### config.mk
export PLATFORM = sky130hd
export DESIGN_NAME = fdc_cfg_regs
export DESIGN_NICKNAME = d
export VERILOG_FILES = /design/src/rtl/fdc_cfg_pkg.sv /design/src/rtl/fdc_cfg_store.sv /design/src/rtl/fdc_perp_decode.sv /design/src/rtl/fdc_result_seq.sv /design/src/rtl/fdc_dskchg.sv /design/src/rtl/fdc_cfg_regs.sv
export SDC_FILE = /design/constraint.sdc
export NUM_CORES = 1
export LEC_CHECK = 0
export ABC_AREA = 1
export BUFFER_PORTS_ARGS = -buffer_cell sky130_fd_sc_hd__buf_4
export CORE_ASPECT_RATIO = 0.7
export CORE_MARGIN = 4
export CORE_UTILIZATION = 50
export CTS_CLUSTER_SIZE = 8
export DETAILED_ROUTE_END_ITERATION = 7
export PLACE_DENSITY = 0.85
export SKIP_CTS_REPAIR_TIMING = 1
export SYNTH_ARGS = -nofsm -noshare
export SYNTH_HDL_FRONTEND = slang
export SYNTH_HIERARCHICAL = 1
export SYNTH_SLANG_ARGS = --single-unit
### constraint.sdc
create_clock -name clk -period 3.1 [get_ports clk]
set_input_delay 0.31 -clock clk [delete_from_list [all_inputs] [get_ports clk]]
set_output_delay 0.31 -clock clk [all_outputs]
set_load 0.01 [all_outputs]
### src/rtl/fdc_cfg_pkg.sv
// Shared widths, command codes and the configuration record for the
// floppy controller configuration registers.
package fdc_cfg_pkg;
    localparam int THR_W      = 4;   // FIFO threshold width
    localparam int TRK_W      = 8;   // precompensation track width
    localparam int NPERP      = 4;   // per-drive perpendicular bits
    localparam int DUMP_BYTES = 8;   // bytes returned by a dump command

    typedef enum logic [1:0] {
        OP_CONFIGURE = 2'd0,
        OP_LOCK      = 2'd1,
        OP_PERP      = 2'd2,
        OP_DUMPREG   = 2'd3
    } fdc_op_e;

    typedef struct packed {
        logic             efifo;
        logic [THR_W-1:0] fifothr;
        logic [TRK_W-1:0] pretrk;
    } fdc_cfg_t;

    localparam fdc_cfg_t CFG_DEFAULT = '{efifo: 1'b1, fifothr: '0, pretrk: '0};
endpackage

### src/rtl/fdc_cfg_store.sv
// Configuration store: holds the lockable FIFO/precompensation record,
// the lock flag and the perpendicular settings.
// Assumes cmd_fire is already qualified (no soft reset, block ready).
// Hardware reset restores everything; soft reset restores the record
// only when unlocked and always clears write-gate and gap.
module fdc_cfg_store
    import fdc_cfg_pkg::*;
(
    input  logic             clk,
    input  logic             rst_n,
    input  logic             soft_rst,
    input  logic             cmd_fire,
    input  fdc_op_e          cmd_op,
    input  logic [7:0]       arg0,
    input  logic [7:0]       arg1,
    output fdc_cfg_t         cfg,
    output logic             lock,
    output logic             wgate,
    output logic             gap,
    output logic [NPERP-1:0] perp_drv
);
    fdc_cfg_t         cfg_q;
    logic             lock_q;
    logic             wgate_q;
    logic             gap_q;
    logic [NPERP-1:0] drv_q;
    logic             unused_arg;

    assign unused_arg = arg0[6];

    // Lockable record and lock flag: reset kinds, then configure/lock commands.
    always_ff @(posedge clk) begin
        if (!rst_n) begin
            cfg_q  <= CFG_DEFAULT;
            lock_q <= 1'b0;
        end else if (soft_rst) begin
            if (!lock_q) begin
                cfg_q <= CFG_DEFAULT;
            end
        end else if (cmd_fire) begin
            if (cmd_op == OP_CONFIGURE) begin
                cfg_q.efifo   <= arg0[THR_W];
                cfg_q.fifothr <= arg0[THR_W-1:0];
                cfg_q.pretrk  <= arg1[TRK_W-1:0];
            end
            if (cmd_op == OP_LOCK) begin
                lock_q <= arg0[0];
            end
        end
    end

    // Perpendicular settings: soft reset clears the mode pair, command rewrites it.
    always_ff @(posedge clk) begin
        if (!rst_n) begin
            wgate_q <= 1'b0;
            gap_q   <= 1'b0;
            drv_q   <= '0;
        end else if (soft_rst) begin
            wgate_q <= 1'b0;
            gap_q   <= 1'b0;
        end else if (cmd_fire && cmd_op == OP_PERP) begin
            wgate_q <= arg0[0];
            gap_q   <= arg0[1];
            if (arg0[7]) begin
                drv_q <= arg0[2 +: NPERP];
            end
        end
    end

    assign cfg      = cfg_q;
    assign lock     = lock_q;
    assign wgate    = wgate_q;
    assign gap      = gap_q;
    assign perp_drv = drv_q;

    AST_LOCK_KEEPS_CFG: assert property (@(posedge clk) disable iff (!rst_n)
        (soft_rst && lock_q) |=> $stable(cfg_q));
    AST_UNLOCKED_DEFAULTS: assert property (@(posedge clk) disable iff (!rst_n)
        (soft_rst && !lock_q) |=> (cfg_q == CFG_DEFAULT));
    AST_SOFT_CLEARS_PERP: assert property (@(posedge clk) disable iff (!rst_n)
        soft_rst |=> (!wgate_q && !gap_q && $stable(drv_q) && $stable(lock_q)));
    AST_LOCK_FOLLOWS_CMD: assert property (@(posedge clk) disable iff (!rst_n)
        (cmd_fire && cmd_op == OP_LOCK) |=> (lock_q == $past(arg0[0])));
endmodule

### src/rtl/fdc_perp_decode.sv
// Gap decoder: maps the write-gate/gap pair to the gap-2 length and the
// part of it written by a write-data operation. Purely combinational;
// clk/rst_n only sample the checks. The reserved pair acts as conventional.
module fdc_perp_decode #(
    parameter int GAP_W    = 6,
    parameter int LEN_STD  = 22,
    parameter int LEN_1M   = 41,
    parameter int WR_500K  = 19,
    parameter int WR_1M    = 38
) (
    input  logic             clk,
    input  logic             rst_n,
    input  logic             wgate,
    input  logic             gap,
    output logic [GAP_W-1:0] gap2_len,
    output logic [GAP_W-1:0] gap2_wr
);
    // Table lookup on the encoded mode pair.
    always_comb begin
        unique case ({wgate, gap})
            2'b01: begin
                gap2_len = GAP_W'(LEN_STD);
                gap2_wr  = GAP_W'(WR_500K);
            end
            2'b11: begin
                gap2_len = GAP_W'(LEN_1M);
                gap2_wr  = GAP_W'(WR_1M);
            end
            default: begin
                gap2_len = GAP_W'(LEN_STD);
                gap2_wr  = '0;
            end
        endcase
    end

    AST_GAP_WR_BELOW_LEN: assert property (@(posedge clk) disable iff (!rst_n)
        gap2_wr < gap2_len);
    AST_CONVENTIONAL_NO_WRITE: assert property (@(posedge clk) disable iff (!rst_n)
        !gap |-> (gap2_wr == '0));
endmodule

### src/rtl/fdc_result_seq.sv
// Result sequencer: after a lock or dump command presents its result bytes
// one at a time on a valid/ready port. Assumes the sourced registers are
// stable while busy (the top refuses commands then). Soft reset abandons.
module fdc_result_seq
    import fdc_cfg_pkg::*;
(
    input  logic             clk,
    input  logic             rst_n,
    input  logic             soft_rst,
    input  logic             cmd_fire,
    input  fdc_op_e          cmd_op,
    input  fdc_cfg_t         cfg,
    input  logic             lock,
    input  logic             wgate,
    input  logic             gap,
    input  logic [NPERP-1:0] perp_drv,
    input  logic             res_ready,
    output logic             busy,
    output logic [7:0]       res_data
);
    localparam int IDX_W = $clog2(DUMP_BYTES);
    localparam logic [IDX_W-1:0] LAST_IDX = IDX_W'(DUMP_BYTES - 1);

    logic             busy_q;
    logic             dump_q;
    logic [IDX_W-1:0] idx_q;

    // Byte counter: start on a result-bearing command, step on each transfer.
    always_ff @(posedge clk) begin
        if (!rst_n) begin
            busy_q <= 1'b0;
            dump_q <= 1'b0;
            idx_q  <= '0;
        end else if (soft_rst) begin
            busy_q <= 1'b0;
        end else if (!busy_q) begin
            if (cmd_fire && (cmd_op == OP_LOCK || cmd_op == OP_DUMPREG)) begin
                busy_q <= 1'b1;
                dump_q <= (cmd_op == OP_DUMPREG);
                idx_q  <= '0;
            end
        end else if (res_ready) begin
            if (!dump_q || idx_q == LAST_IDX) begin
                busy_q <= 1'b0;
            end else begin
                idx_q <= idx_q + 1'b1;
            end
        end
    end

    // Result byte mux: lock status byte or the indexed dump byte.
    always_comb begin
        res_data = '0;
        if (!dump_q) begin
            res_data[4] = lock;
        end else begin
            case (idx_q)
                IDX_W'(0): res_data[THR_W:0] = {cfg.efifo, cfg.fifothr};
                IDX_W'(1): res_data[TRK_W-1:0] = cfg.pretrk;
                LAST_IDX: begin
                    res_data[7]          = lock;
                    res_data[2 +: NPERP] = perp_drv;
                    res_data[1]          = gap;
                    res_data[0]          = wgate;
                end
                default: res_data = '0;
            endcase
        end
    end

    assign busy = busy_q;

    AST_RES_HOLD: assert property (@(posedge clk) disable iff (!rst_n)
        (busy_q && !res_ready && !soft_rst) |=> (busy_q && $stable(res_data)));
    AST_LOCK_SINGLE_BYTE: assert property (@(posedge clk) disable iff (!rst_n)
        (busy_q && !dump_q && res_ready) |=> !busy_q);
    AST_SOFT_DROPS_RESULT: assert property (@(posedge clk) disable iff (!rst_n)
        soft_rst |=> !busy_q);
endmodule

### src/rtl/fdc_dskchg.sv
// Disk-change merge: a per-drive force bit makes the disk-change signal
// read active while its drive is selected. Combinational; clk/rst_n feed
// the check only.
module fdc_dskchg #(
    parameter int NDRV  = 2,
    parameter int SEL_W = (NDRV > 1) ? $clog2(NDRV) : 1
) (
    input  logic             clk,
    input  logic             rst_n,
    input  logic [NDRV-1:0]  force_chg,
    input  logic [SEL_W-1:0] drive_sel,
    input  logic             dskchg_in,
    output logic             dskchg_out
);
    logic [NDRV-1:0] hit;

    // One comparator per drive: forced and currently selected.
    for (genvar d = 0; d < NDRV; d++) begin : g_drv
        assign hit[d] = force_chg[d] && (drive_sel == SEL_W'(d));
    end

    assign dskchg_out = dskchg_in | (|hit);

    AST_FORCE_SEEN: assert property (@(posedge clk) disable iff (!rst_n)
        force_chg[drive_sel] |-> dskchg_out);
    AST_NO_SPURIOUS_CHG: assert property (@(posedge clk) disable iff (!rst_n)
        (!dskchg_in && !force_chg[drive_sel]) |-> !dskchg_out);
endmodule

### src/rtl/fdc_cfg_regs.sv
// Top of the floppy controller configuration registers. Qualifies
// incoming commands (refused while results pend or during soft reset),
// and ties together store, gap decoder, result sequencer and disk-change merge.
module fdc_cfg_regs
    import fdc_cfg_pkg::*;
#(
    parameter int NDRV  = 2,
    parameter int GAP_W = 6
) (
    input  logic        clk,
    input  logic        rst_n,
    input  logic        soft_rst,
    input  logic        cmd_valid,
    output logic        cmd_ready,
    input  logic [1:0]  cmd_op,
    input  logic [7:0]  cmd_arg0,
    input  logic [7:0]  cmd_arg1,
    output logic        res_valid,
    input  logic        res_ready,
    output logic [7:0]  res_data,
    output logic        cfg_efifo,
    output logic [3:0]  cfg_fifothr,
    output logic [7:0]  cfg_pretrk,
    output logic        cfg_lock,
    output logic        perp_wgate,
    output logic        perp_gap,
    output logic [3:0]  perp_drv,
    output logic [5:0]  gap2_len,
    output logic [5:0]  gap2_wr,
    input  logic [0:0]  drive_sel,
    input  logic [1:0]  force_chg,
    input  logic        dskchg_in,
    output logic        dskchg_out
);
    fdc_op_e          op;
    fdc_cfg_t         cfg;
    logic             lock;
    logic             wgate;
    logic             gap;
    logic [NPERP-1:0] drv;
    logic             busy;
    logic             cmd_fire;

    assign op        = fdc_op_e'(cmd_op);
    assign cmd_ready = !busy;
    assign cmd_fire  = cmd_valid && !busy && !soft_rst;

    fdc_cfg_store u_store (
        .clk      (clk),
        .rst_n    (rst_n),
        .soft_rst (soft_rst),
        .cmd_fire (cmd_fire),
        .cmd_op   (op),
        .arg0     (cmd_arg0),
        .arg1     (cmd_arg1),
        .cfg      (cfg),
        .lock     (lock),
        .wgate    (wgate),
        .gap      (gap),
        .perp_drv (drv)
    );

    fdc_perp_decode #(.GAP_W(GAP_W)) u_gap (
        .clk      (clk),
        .rst_n    (rst_n),
        .wgate    (wgate),
        .gap      (gap),
        .gap2_len (gap2_len),
        .gap2_wr  (gap2_wr)
    );

    fdc_result_seq u_res (
        .clk       (clk),
        .rst_n     (rst_n),
        .soft_rst  (soft_rst),
        .cmd_fire  (cmd_fire),
        .cmd_op    (op),
        .cfg       (cfg),
        .lock      (lock),
        .wgate     (wgate),
        .gap       (gap),
        .perp_drv  (drv),
        .res_ready (res_ready),
        .busy      (busy),
        .res_data  (res_data)
    );

    fdc_dskchg #(.NDRV(NDRV)) u_chg (
        .clk        (clk),
        .rst_n      (rst_n),
        .force_chg  (force_chg),
        .drive_sel  (drive_sel),
        .dskchg_in  (dskchg_in),
        .dskchg_out (dskchg_out)
    );

    assign res_valid   = busy;
    assign cfg_efifo   = cfg.efifo;
    assign cfg_fifothr = cfg.fifothr;
    assign cfg_pretrk  = cfg.pretrk;
    assign cfg_lock    = lock;
    assign perp_wgate  = wgate;
    assign perp_gap    = gap;
    assign perp_drv    = drv;

    AST_BUSY_REFUSES: assert property (@(posedge clk) disable iff (!rst_n)
        (busy && cmd_valid && !soft_rst && !res_ready) |=> busy);
endmodule

==> reports/metrics.yaml <==
drtAntennaViolNets: 0
r2r-start: "u_res/busy"
drtIter0Drc: 69
grt.overflow.total: 0
rr_worst_depth: 9
die_area_mm2: 0.00408
ys_warn_count: 6
worstPathCellList: "ha_1 > ha_1 > nand2_1 > nand3_1 > nand2_1 > inv_1 > buf_4"
power_density_mw_per_mm2: 307
hp-class: "in2reg"
finalCriticalPeriod_ps: 1920
grt_pass1_vias: 1406
core_mm2: 0.00288
areaGrowthSynthToFinish_pct: 30.8
cts_buffer_depth: 2
ys_async_sr_fraction_pct: 0
hold_viol: 0
leakage_nw: 1.13
end_kind: "output pin"
r2r_slack_ps: 1530
hp-start: "cmd_arg1[3]"
path_buf_inv: 2
cts-root-buf: "clkbuf_8"
critPathKind: "reg2out"
cts.sinks: 25
ir_drop_mv: 0.203
final_max_slew_viol_count: 0
setup_viol_count_final: 0
ioPinCount: 70
route.detailed.drc: 0
clock_latency_ps: 270
die-width_um: 74.7
r2r-end: "u_store/cfg[7]"
synth-seq-area-share_pct: 32.2
synth_seq_cells: 25
clk_pin_slew_ps: 80
grt_usage_pct: 20.6
finalClockSkew_ps: 0.949
drive_gt1_share_pct: 33.3
syn_area_per_cell_um2: 6.62
whs_ps: 230
max_freq_ghz: 0.521
worstPathArrival_ps: 1610
grt_max_degree: 24
startpoint_type: "flop"
slowest_stage: "dfxtp_1"
syn-cell-area_mm2: 0.00156
fill_cells: 253
grt_pass1_wl_mm: 6.44
cts_made_buffers: 3
fin_crit_sh_pct: 61.9
cts_max_level: 1
drt_pass1_iterations: 4
initial_core_util_pct: 54.0
die_height_um: 54.7
cts_tree: "built"
min_to: "u_store/cfg[3]"
vias_per_cell: 4.91
critPathTopFamily: "adder cells"
routedWlPerCell_um: 12.1
outcome: "finished, final reports clean"
finish.net_count: 323
synth_fp_nets: 266
synth-edff-count: 0
synth-main-ff-cell: "dfxtp_1"
tns_ps: 0
antenna_found_initial: 0
vias: 1606
gp_congestion: 0.830
cp.required_ps: 2790
hold_depth: 3
max_stage_delay_ps: 400
fp-row-count: 16
numPortBuffers: 67
antenna_cells: 0
synth_cell_types: 24
post-dp-hpwl_mm: 3.17
maxCapViolCount: 0
cp_max_fo: 8
rsz0062_at_grt: "false"
wirelength_mm: 3.96
netlist_instances: 235
[worst min-delay path, cell delays in order]
cell and delay (ps):
buf_4 80, nand2_1 40, nand2_1 50
[Yosys cell counts (4+ instances only)]
cell type / instances / area (um2)
nand2_1: 79 / 297
inv_1: 26 / 97.6
dfxtp_1: 25 / 500
nor2_1: 22 / 82.6
nand3_1: 13 / 65.1
nand4_1: 12 / 75.1
buf_4: 8 / 60.1
a21oi_1: 7 / 35.0
inv_2: 6 / 22.5
nor2_4: 5 / 56.3
ha_1: 4 / 50.1
nand2_2: 4 / 25.0
nor2_2: 4 / 25.0
[power breakdown]
group,internal [mW],switching (mW)
sequential,0.327,0.00664
clock,0.0900,0.102
combinational,0.0448,0.0551
[flip-flops by register name, summed over array words and instances (netlist names)]
register	cells
u_store/lock	1
u_store/wgate	1
u_res/idx_q	3
u_store/perp_drv	4
u_res/dump_q	1
u_store/cfg	13
u_res/busy	1
u_store/gap	1
[worst max-delay path by stage]
| stage | start | end | slack [ps] | cells past startpoint |
|---|---|---|---|---|
| final | u_res/idx_q[0] | res_data[3] | 1180 | 7 |
| after global routing | u_res/idx_q[0] | res_data[3] | 1020 | 7 |
| after CTS | u_res/idx_q[0] | res_data[3] | 1180 | 7 |
| after detailed placement | u_res/idx_q[0] | res_data[3] | 1480 | 7 |
| after global placement | u_res/idx_q[0] | res_data[3] | 1490 | 7 |
| after floorplan | u_res/idx_q[0] | res_data[4] | 1710 | 7 |
[metal layers]
metal	GRT usage [%]	part of all wire, %
met3	4.22	11
met2	34.1	44
met5	0	0
met1	27.7	45
met4	4.73	0.76
[per-stage QoR]
stage	util (%)	setup WS (ps)	cells	instance area [um2]	power [mW]
after floorplan	-	1710	235	1560	0.393
after global placement	69.0	1490	323	1990	0.438
after detailed placement	69.0	1480	323	1990	0.441
after CTS	70.6	1180	327	2040	0.630
after global routing	70.6	1020	327	2040	0.658
final	70.6	1180	327	2040	0.625
[logic make-up after synthesis]
logic type      synth area share [%]
buf+inv                         15.1
flops                           32.2
other cells                    0.241
simple gates                    44.8
compound gates                  4.50
fa+ha+maj                       3.22
[cells in the final DEF, fill, tap and decap left out]
cell / instances
o21ai_0: 3
nand4_1: 12
nand3_2: 3
nand2_1: 79
nor2_2: 4
inv_1: 26
o21a_4: 1
buf_4: 67
nand3b_1: 1
nand3_1: 13
o21ai_1: 1
nand2_4: 3
conb_1: 1
ha_1: 4
clkinv_2: 1
nor2_4: 5
a21oi_1: 7
dfxtp_1: 25
nand2_2: 4
nor2_1: 22
inv_2: 6
clkbuf_8: 3
[area by class of cell]
cell class | instances | area [um2] | area share [%]
clock inverter | 1 | 5.00 | 0.246
clock buffer | 3 | 41.3 | 2.03
timing repair buffer | 67 | 503 | 24.7
sequential | 25 | 500 | 24.6
inverter | 32 | 120 | 5.90
multi-input combinational | 163 | 821 | 40.3
tap | 36 | 45.0 | 2.21
Power figures use the tool's default switching activity.
